$ cat config.mk
export PLATFORM = sky130hd
export DESIGN_NAME = pin_irq_top
export DESIGN_NICKNAME = d
export VERILOG_FILES = /design/src/rtl/pin_irq_pkg.sv /design/src/rtl/pin_irq_sync.sv /design/src/rtl/pin_irq_ctrl.sv /design/src/rtl/pin_irq_datapath.sv /design/src/rtl/pin_irq_top.sv
export SDC_FILE = /design/constraint.sdc
export NUM_CORES = 1
export LEC_CHECK = 0
export BUFFER_PORTS_ARGS = -buffer_cell sky130_fd_sc_hd__buf_2
export CORE_AREA = 5 5 66 68
export CTS_BUF_LIST = sky130_fd_sc_hd__clkbuf_16
export CTS_CLUSTER_DIAMETER = 150
export DETAILED_ROUTE_END_ITERATION = 16
export DIE_AREA = 0 0 71 73
export GPL_TIMING_DRIVEN = 1
export PLACE_DENSITY = 0.87
export SETUP_SLACK_MARGIN = 0.4
export SYNTH_ARGS = -nofsm -noshare
export SYNTH_HDL_FRONTEND = slang
export SYNTH_SLANG_ARGS = --single-unit
$ cat constraint.sdc
create_clock -name clk -period 3.1 [get_ports clk]
set_input_delay 0.155 -clock clk [delete_from_list [all_inputs] [get_ports clk]]
set_output_delay 0.155 -clock clk [all_outputs]
set_load 0.02 [all_outputs]
$ cat src/rtl/pin_irq_pkg.sv
package pin_irq_pkg;
  localparam int PIN_W = 8;
  localparam int ID_W  = 8;

  typedef enum logic [1:0] {
    MODE_DED = 2'd0,
    MODE_EXP = 2'd1,
    MODE_MIX = 2'd2,
    MODE_RSV = 2'd3
  } pinMode_e;

  typedef struct packed {
    pinMode_e mode;
    logic     edgeMode;
  } irqCfg_t;

  typedef struct packed {
    logic             clearAll;
    logic [PIN_W-1:0] ackIndep;
    logic             ackVec;
    logic [ID_W-1:0]  ackVecId;
  } ctrlStrobe_t;
endpackage

$ cat src/rtl/pin_irq_sync.sv
module pin_irq_sync #(
  parameter int WIDTH  = 8,
  parameter int STAGES = 2
) (
  input  logic             clk,
  input  logic             rstN,
  input  logic [WIDTH-1:0] asyncIn,
  output logic [WIDTH-1:0] syncOut
);
  logic [WIDTH-1:0] chain [STAGES];

  always_ff @(posedge clk or negedge rstN) begin
    if (!rstN) chain[0] <= '0;
    else       chain[0] <= asyncIn;
  end

  for (genvar s = 1; s < STAGES; s++) begin : g_stage
    always_ff @(posedge clk or negedge rstN) begin
      if (!rstN) chain[s] <= '0;
      else       chain[s] <= chain[s-1];
    end
  end

  assign syncOut = chain[STAGES-1];
endmodule

$ cat src/rtl/pin_irq_ctrl.sv
module pin_irq_ctrl
  import pin_irq_pkg::*;
(
  input  logic              clk,
  input  logic              rstN,
  input  logic              cfgWrite,
  input  logic [2:0]        cfgData,
  input  logic              ackStrobe,
  input  logic              ackIsVector,
  input  logic [ID_W-1:0]   ackId,
  output irqCfg_t           cfgNow,
  output ctrlStrobe_t       strobes
);
  localparam int SEL_W = $clog2(PIN_W);

  always_ff @(posedge clk or negedge rstN) begin
    if (!rstN) begin
      cfgNow.mode     <= MODE_DED;
      cfgNow.edgeMode <= 1'b0;
    end else if (cfgWrite) begin
      cfgNow.mode     <= pinMode_e'(cfgData[1:0]);
      cfgNow.edgeMode <= cfgData[2];
    end
  end

  logic indepHit;
  assign indepHit = ackStrobe && !ackIsVector && (ackId < ID_W'(PIN_W));

  always_comb begin
    strobes          = '0;
    strobes.clearAll = cfgWrite;
    if (indepHit) strobes.ackIndep[ackId[SEL_W-1:0]] = 1'b1;
    strobes.ackVec   = ackStrobe && ackIsVector;
    strobes.ackVecId = ackId;
  end
endmodule

$ cat src/rtl/pin_irq_datapath.sv
module pin_irq_datapath
  import pin_irq_pkg::*;
#(
  parameter int MIX_INDEP = 3
) (
  input  logic              clk,
  input  logic              rstN,
  input  logic [PIN_W-1:0]  syncPins,
  input  irqCfg_t           cfgNow,
  input  ctrlStrobe_t       strobes,
  output logic              reqValid,
  output logic              reqIsVector,
  output logic [ID_W-1:0]   reqId,
  output logic [PIN_W-1:0]  pendIndep
);
  localparam logic [PIN_W-1:0] MIX_MASK = PIN_W'((1 << MIX_INDEP) - 1);
  localparam int NIB = PIN_W / 2;

  logic [PIN_W-1:0] prevPins;
  logic [PIN_W-1:0] indepMask;
  logic [PIN_W-1:0] setIndep;
  logic [ID_W-1:0]  curField, prevField;
  logic             codeValid, setVec;
  logic             vecPend;
  logic [ID_W-1:0]  vecId;

  always_ff @(posedge clk or negedge rstN) begin
    if (!rstN) prevPins <= '0;
    else       prevPins <= syncPins;
  end

  always_comb begin
    unique case (cfgNow.mode)
      MODE_EXP: indepMask = '0;
      MODE_MIX: indepMask = MIX_MASK;
      default:  indepMask = '1;
    endcase
  end

  always_comb begin
    if (cfgNow.mode == MODE_EXP) begin
      curField  = ID_W'(syncPins);
      prevField = ID_W'(prevPins);
      codeValid = |syncPins[PIN_W-1:NIB];
    end else if (cfgNow.mode == MODE_MIX) begin
      curField  = ID_W'(syncPins >> MIX_INDEP);
      prevField = ID_W'(prevPins >> MIX_INDEP);
      codeValid = |(syncPins >> MIX_INDEP);
    end else begin
      curField  = '0;
      prevField = '0;
      codeValid = 1'b0;
    end
  end

  assign setIndep = cfgNow.edgeMode ? (syncPins & ~prevPins & indepMask)
                                    : (syncPins & indepMask);
  assign setVec   = codeValid && (!cfgNow.edgeMode || (curField != prevField));

  always_ff @(posedge clk or negedge rstN) begin
    if (!rstN)                 pendIndep <= '0;
    else if (strobes.clearAll) pendIndep <= '0;
    else                       pendIndep <= (pendIndep & ~strobes.ackIndep) | setIndep;
  end

  always_ff @(posedge clk or negedge rstN) begin
    if (!rstN) begin
      vecPend <= 1'b0;
      vecId   <= '0;
    end else if (strobes.clearAll) begin
      vecPend <= 1'b0;
    end else if (setVec) begin
      vecPend <= 1'b1;
      vecId   <= curField;
    end else if (strobes.ackVec && strobes.ackVecId == vecId) begin
      vecPend <= 1'b0;
    end
  end

  logic            pinFound;
  logic [ID_W-1:0] pinPick;
  always_comb begin
    pinFound = 1'b0;
    pinPick  = '0;
    for (int i = PIN_W - 1; i >= 0; i--) begin
      if (pendIndep[i]) begin
        pinFound = 1'b1;
        pinPick  = ID_W'(i);
      end
    end
  end

  assign reqValid    = pinFound || vecPend;
  assign reqIsVector = !pinFound && vecPend;
  assign reqId       = pinFound ? pinPick : (vecPend ? vecId : '0);
endmodule

$ cat src/rtl/pin_irq_top.sv
module pin_irq_top
  import pin_irq_pkg::*;
#(
  parameter int SYNC_STAGES = 2,
  parameter int MIX_INDEP   = 3
) (
  input  logic             clk,
  input  logic             rstN,
  input  logic [7:0]       pins,
  input  logic             cfgWrite,
  input  logic [2:0]       cfgData,
  input  logic             ackStrobe,
  input  logic             ackIsVector,
  input  logic [7:0]       ackId,
  output logic             reqValid,
  output logic             reqIsVector,
  output logic [7:0]       reqId
);
  logic [PIN_W-1:0] syncPins;
  logic [PIN_W-1:0] pendIndep;
  irqCfg_t          cfgNow;
  ctrlStrobe_t      strobes;

  pin_irq_sync #(.WIDTH(PIN_W), .STAGES(SYNC_STAGES)) u_sync (
    .clk(clk), .rstN(rstN), .asyncIn(pins), .syncOut(syncPins)
  );

  pin_irq_ctrl u_ctrl (
    .clk(clk), .rstN(rstN), .cfgWrite(cfgWrite), .cfgData(cfgData),
    .ackStrobe(ackStrobe), .ackIsVector(ackIsVector), .ackId(ackId),
    .cfgNow(cfgNow), .strobes(strobes)
  );

  pin_irq_datapath #(.MIX_INDEP(MIX_INDEP)) u_dp (
    .clk(clk), .rstN(rstN), .syncPins(syncPins), .cfgNow(cfgNow),
    .strobes(strobes), .reqValid(reqValid), .reqIsVector(reqIsVector),
    .reqId(reqId), .pendIndep(pendIndep)
  );
endmodule

; Yosys cells after proc, flatten, opt, wreduce, memory -nomap -nowiden
; Cells that the tools add are included.
[totals]
regBits = 44
latchBits = 0
ram_bits = 0
mem_bits_ro = 0
output_inout_bits = 10
mem_count = 0
[op_classes]
n_addsub = 0
mul = 0
n_div = 0
order_cmp = 3
eq_ne = 4
shifts = 0
muxes = 33
bitwise_logic = 8
n_reduce_logical = 16
[op_table]
columns = cell, n
row1 = 8-bit 2-to-1 mux, 14
row2 = 8-bit bitwise AND, 4
row3 = 8-bit inverter, 2
row4 = 8-bit case mux with 2 select lines, 1
row5 = 1-bit 2-to-1 mux, 14
row6 = 5-bit 2-to-1 mux, 2
row7 = 8-bit equality test, 1
row8 = "8-bit by 4-bit < comparator with 1-bit output, second input constant", 1
row9 = 8-bit inequality test, 1
row10 = 8-bit bitwise OR, 1
row11 = 1-bit logical AND, 7
row12 = 5-bit OR reduction, 1
row13 = "3-bit by 4-bit < comparator with 1-bit output, second input constant", 1
row14 = 4-bit OR reduction, 1
row15 = 1-bit demux with 3-bit select, 1
row16 = "3-bit by 1-bit greater-or-equal comparator with 1-bit output, second input constant", 1
row17 = 1-bit zero test, 3
row18 = 3-bit 2-to-1 mux, 1
row19 = 3-bit nonzero test, 1
row20 = "2-bit by 1-bit equality test with 1-bit output, second input constant", 1
row21 = "2-bit equality test, second input constant", 1
row22 = 1-bit logical OR, 2
row23 = 2-bit AND reduction, 1
row24 = 1-bit inverter, 1

; Depth between registers and ports, before layout
[depth]
depth_word = 10
depth_mapped = 9
depth_no_buf = 7

; Cells and area by module
; Synthesis repeated with hierarchy kept, for this count alone.
[hier_totals]
hier_cells = 221
hier_area_um2 = 2260.9
[by_module_without_submodules]
columns = module, instances, cells_per_inst, area_each_um2, seq_area_each_um2
row1 = pin_irq_datapath, 1, 166, 1526.5, 625.6
row2 = pin_irq_sync, 1, 24, 460.4, 400.4
row3 = pin_irq_ctrl, 1, 31, 274.0, 75.1

; Worst setup path before layout
; No wires, ideal clock.
[synth_timing]
kind = reg2reg
start = reg, netlist name u_ctrl.cfgNow[1]
end = reg u_dp.vecId[3]
setup_time_ns = 0.124
t_arrival_ns = 1.788
slack_ns = 1.188
path_stages_with_launch = 9
path_buffers = 2
synth_period_minus_slack_ns = 1.912
path_cell_list = dfrtp_1 -> ha_1 -> and4bb_2 -> o32a_1 -> buf_4 -> nor2_1 -> and3_1 -> buf_4 -> o31a_1
[synth_via]
elab_chain_cells = 7
[synth_rtl]
columns = element, line_no
row1 = 2-bit equality test, pin_irq_datapath.sv:45  ; end else if (cfgNow.mode == MODE_MIX) begin
row2 = 5-bit 2-to-1 mux, pin_irq_datapath.sv:45
row3 = 8-bit 2-to-1 mux, pin_irq_datapath.sv:41  ; if (cfgNow.mode == MODE_EXP) begin
row4 = 8-bit inequality test, pin_irq_datapath.sv:58  ; assign setVec = codeValid && (!cfgNow.edgeMode || (curField != prevField));
row5 = 1-bit logical OR, pin_irq_datapath.sv:58
row6 = 1-bit logical AND, pin_irq_datapath.sv:58
row7 = 2-bit AND reduction (no source line), --
row8 = "end signal, assigned", pin_irq_datapath.sv:74  ; vecId <= curField;
row9 = "end, declared", pin_irq_datapath.sv:25  ; logic [ID_W-1:0] vecId;
; Several ways; a longest one is shown, not always the timed one.
; A chain may end at the register's enable or synchronous reset.

; Final worst setup path
[layout_timing]
start = reg, netlist name u_ctrl.cfgNow[2]
end = reg u_dp.vecId[7]
[layout_via]
elab_chain_cells = 7
[layout_rtl]
columns = element, line_no
row1 = 2-bit equality test, pin_irq_datapath.sv:45
row2 = 5-bit 2-to-1 mux, pin_irq_datapath.sv:45
row3 = 8-bit 2-to-1 mux, pin_irq_datapath.sv:41
row4 = 8-bit inequality test, pin_irq_datapath.sv:58
row5 = 1-bit logical OR, pin_irq_datapath.sv:58
row6 = 1-bit logical AND, pin_irq_datapath.sv:58
row7 = 2-bit AND reduction (no source line), --
; Several ways; a longest one is shown, not always the timed one.

==> results.json <==
{
  "finalCritPeriodShare_pct": 76.2,
  "ios": 34,
  "drt_iter0_markers": 137,
  "grt_util_all_layers_pct": 20.7,
  "clockBufferDepth": 2,
  "grt_pass1_wl_um": 8500,
  "path_class": "reg2reg",
  "synth-compound-area-share_pct": 18.6,
  "drive_above_1_share_pct": 18.5,
  "port_buffers": 33,
  "status": "completed",
  "switchingPower_uw": 483,
  "synth_xor_area_share_pct": 5.28,
  "finalWorstSetupSlack_ns": 0.738,
  "period_minus_slack_ns": 2.36,
  "synthSimpleGateAreaFrac_pct": 18.6,
  "peakVddDrop_v": 0.000396,
  "cts_sinks": 44,
  "arrival_ns": 2.52,
  "slew_viol_final": 0,
  "max-slew-margin-rel_pct": 40.0,
  "ys_seq_area_share_pct": 51.1,
  "setup_tns_ns": 0,
  "min_path_type": "in2async",
  "clkLatencyLatePin_ns": 0.28,
  "dpl_worst_slack_ns": 0.807,
  "totalWireLength_um": 4770,
  "synth_largest_area_cell": "dfrtp_1",
  "slowest_stage": "ha_1",
  "final.setup_skew_ns": 0.00443,
  "layout.cells.non_filler": 304,
  "p_comb_share_pct": 22.9,
  "worstPathRequired_ns": 3.25,
  "yosysTopAreaCellShare_pct": 51.1,
  "endpoint_kind": "register",
  "synth.area.top_cells": "dfrtp_1 51%, xor2_1 4.5%, nand3_1 3.0%",
  "drc": 0,
  "crit_chain": "inv_1 > ha_1 > o221ai_1 > o32ai_2 > buf_4 > and3_1 > o21ai_0",
  "postCtsSetupRepairBufs": 0,
  "p_sw_share_pct": 30.3,
  "total_power_mw": 1.59,
  "startpoint_type": "register",
  "synth_edf_count": 0,
  "antenna_found_initial": 0,
  "syn_inst": 211,
  "antenna_cells": 0,
  "gp_congestion": 0.939,
  "synth_cell_types": 44,
  "yosysWarnings": 0,
  "drtPass1Iterations": 4,
  "synthArstFlopShare_pct": 100,
  "row_count": 23,
  "die_y_um": 73,
  "viasPerCell": 5.89,
  "first_global_vias": 1797,
  "rsz0062_at_grt": "false",
  "ys_ff_latch": 44,
  "cp_max_fo": 16,
  "hpwlAfterDp_um": 3370,
  "synth_fp_nets": 238,
  "leakagePower_nw": 1.14,
  "vias": 1791,
  "root_buffer": "clkbuf_16",
  "synth.area.mux_share_pct": 1.04,
  "grt_max_degree": 45,
  "nNetsFinal": 280,
  "syn_to_final_growth_pct": 19.2,
  "p_per_area_mw_per_mm2": 620,
  "ys.flop_type": "dfrtp_1",
  "syn_area_mm2": 0.00216,
  "start_util_pct": 56.8,
  "seqPwrFrac_pct": 47.0,
  "core-area_mm2": 0.00380,
  "cap_violations": 0,
  "post-synth-top-count-cell": "dfrtp_1",
  "finalHoldViolations": 0,
  "synth_top_family_by_area": "simple AND/OR/NAND/NOR gates",
  "postCtsResizedCells": 0,
  "pwr-share-clk_pct": 30.1,
  "cpLargestDelayFamily": "compound AO/OA/AOI/OAI gates",
  "internal-power_mw": 1.11,
  "syn-mean-instance-area_um2": 10.2,
  "critPathMaxStageDelay_ns": 0.52,
  "clk_pin_slew_ns": 0.06,
  "cts_inserted_buffers": 5,
  "dieArea_mm2": 0.00518,
  "tightest_slew_ns": 0.900,
  "fp.dieW_um": 71,
  "path_buf_inv": 2,
  "cts_tree": "built",
  "htree_levels": 2,
  "ant_nets": 0,
  "setup_viol": 0,
  "fmax_ghz": 0.423,
  "synth_fa_ha_area_share_pct": 1.74,
  "place_inst": 288,
  "synth_common_cells": "44 x dfrtp_1, 16 x nand2_1, 14 x nor2_1",
  "fin_util_pct": 67.7,
  "routedWlPerCell_um": 15.7,
  "grt_overflow_total": 0
}
## worst register-to-register path, delay by kind of cell, from the launching register on
kind	cells	cell delay (ns)
compound gates	3	0.72
simple gates	1	0.30
fa+ha+maj	1	0.52
buf+inv	2	0.32
flops	1	0.38
## layout make-up
class / count / area [um2]
sequential: 44 / 1100
tap: 50 / 62.6
inverter: 11 / 41.3
fill: 289 / 1230
clock buffer: 5 / 125
clock inverter: 3 / 11.3
multi-input combinational: 149 / 976
timing repair buffer: 42 / 253
## what timing repair did
item                                    in CTS  in global routing
endpoints found under the setup margin       0                  0
hold buffers                                 8                  0
endpoints found under the hold margin        8                  0
## stage by stage
step	hold WS [ns]	instance area (um2)
floorplan	-0.141	2160
global route	0.0883	2570
finish	0.00645	2570
detailed placement	0.264	2350
global placement	0.262	2350
CTS	0.0500	2570
## final timing paths
| kind | cells past startpoint | slack (ns) | from | to |
|---|---|---|---|---|
| worst min register to register | 0 | 0.35 | u_sync.chain[15] | u_sync.syncOut[7] |
| worst max register to register | 7 | 0.74 | u_ctrl.cfgNow[2] | u_dp.vecId[7] |
| min in group clk | 3 | 0.09 | cfgData[0] | u_ctrl.cfgNow[1] |
| max in group asynchronous | 1 | 2.54 | rstN | u_dp.pendIndep[6] |
| worst max-delay path | 7 | 0.74 | u_ctrl.cfgNow[2] | u_dp.vecId[7] |
| worst min-delay path | 1 | 0.006 | rstN | u_sync.chain[8] |
## cell families after synthesis
family	Yosys count
fa+ha+maj	3
buf+inv	18
mux	2
xor+xnor	13
compound gates	53
simple gates	78
flops	44
## layer usage
metal	global-route usage (%)	wire (um)	up-vias
met5	0	0	-
met1	26.1	1950	864
met3	4.96	334	10
met2	34.9	2400	74
li1	-	-	843
met4	7.31	85	0
## registers in the layout (all words and copies together), names as in the netlist
signal,cells
u_sync.chain,8
u_sync.syncOut,8
u_dp.vecPend,1
u_dp.prevPins,8
u_dp.pendIndep,8
u_ctrl.cfgNow,3
u_dp.vecId,8
## cells in the final DEF (no fill, tap or decap), types with 5 or more instances in the layout
cell type / netlist / routed
nand3_1: 13 / 13
o21ai_0: 13 / 13
nor3_1: 7 / 7
a31oi_1: 5 / 5
and2_1: 5 / 5
nand2b_1: 5 / 5
buf_2: 0 / 33
nor4_1: 5 / 5
dfrtp_1: 44 / 44
a21oi_1: 10 / 10
nand2_1: 16 / 16
clkbuf_16: 0 / 5
xor2_1: 11 / 11
inv_1: 11 / 13
dlygate4sd3_1: 0 / 8
nor2_1: 14 / 14
## power by group through the flow
stage | Combinational [mW] | Sequential, mW | Clock [mW]
6_report | 0.364 | 0.749 | 0.480
5_1_grt | 0.409 | 0.762 | 0.520
4_1_cts | 0.363 | 0.747 | 0.490
3_5_place_dp | 0.353 | 0.757 | 0
3_3_place_gp | 0.339 | 0.749 | 0
2_1_floorplan | 0.271 | 0.725 | 0
Power figures use the tool's default switching activity.
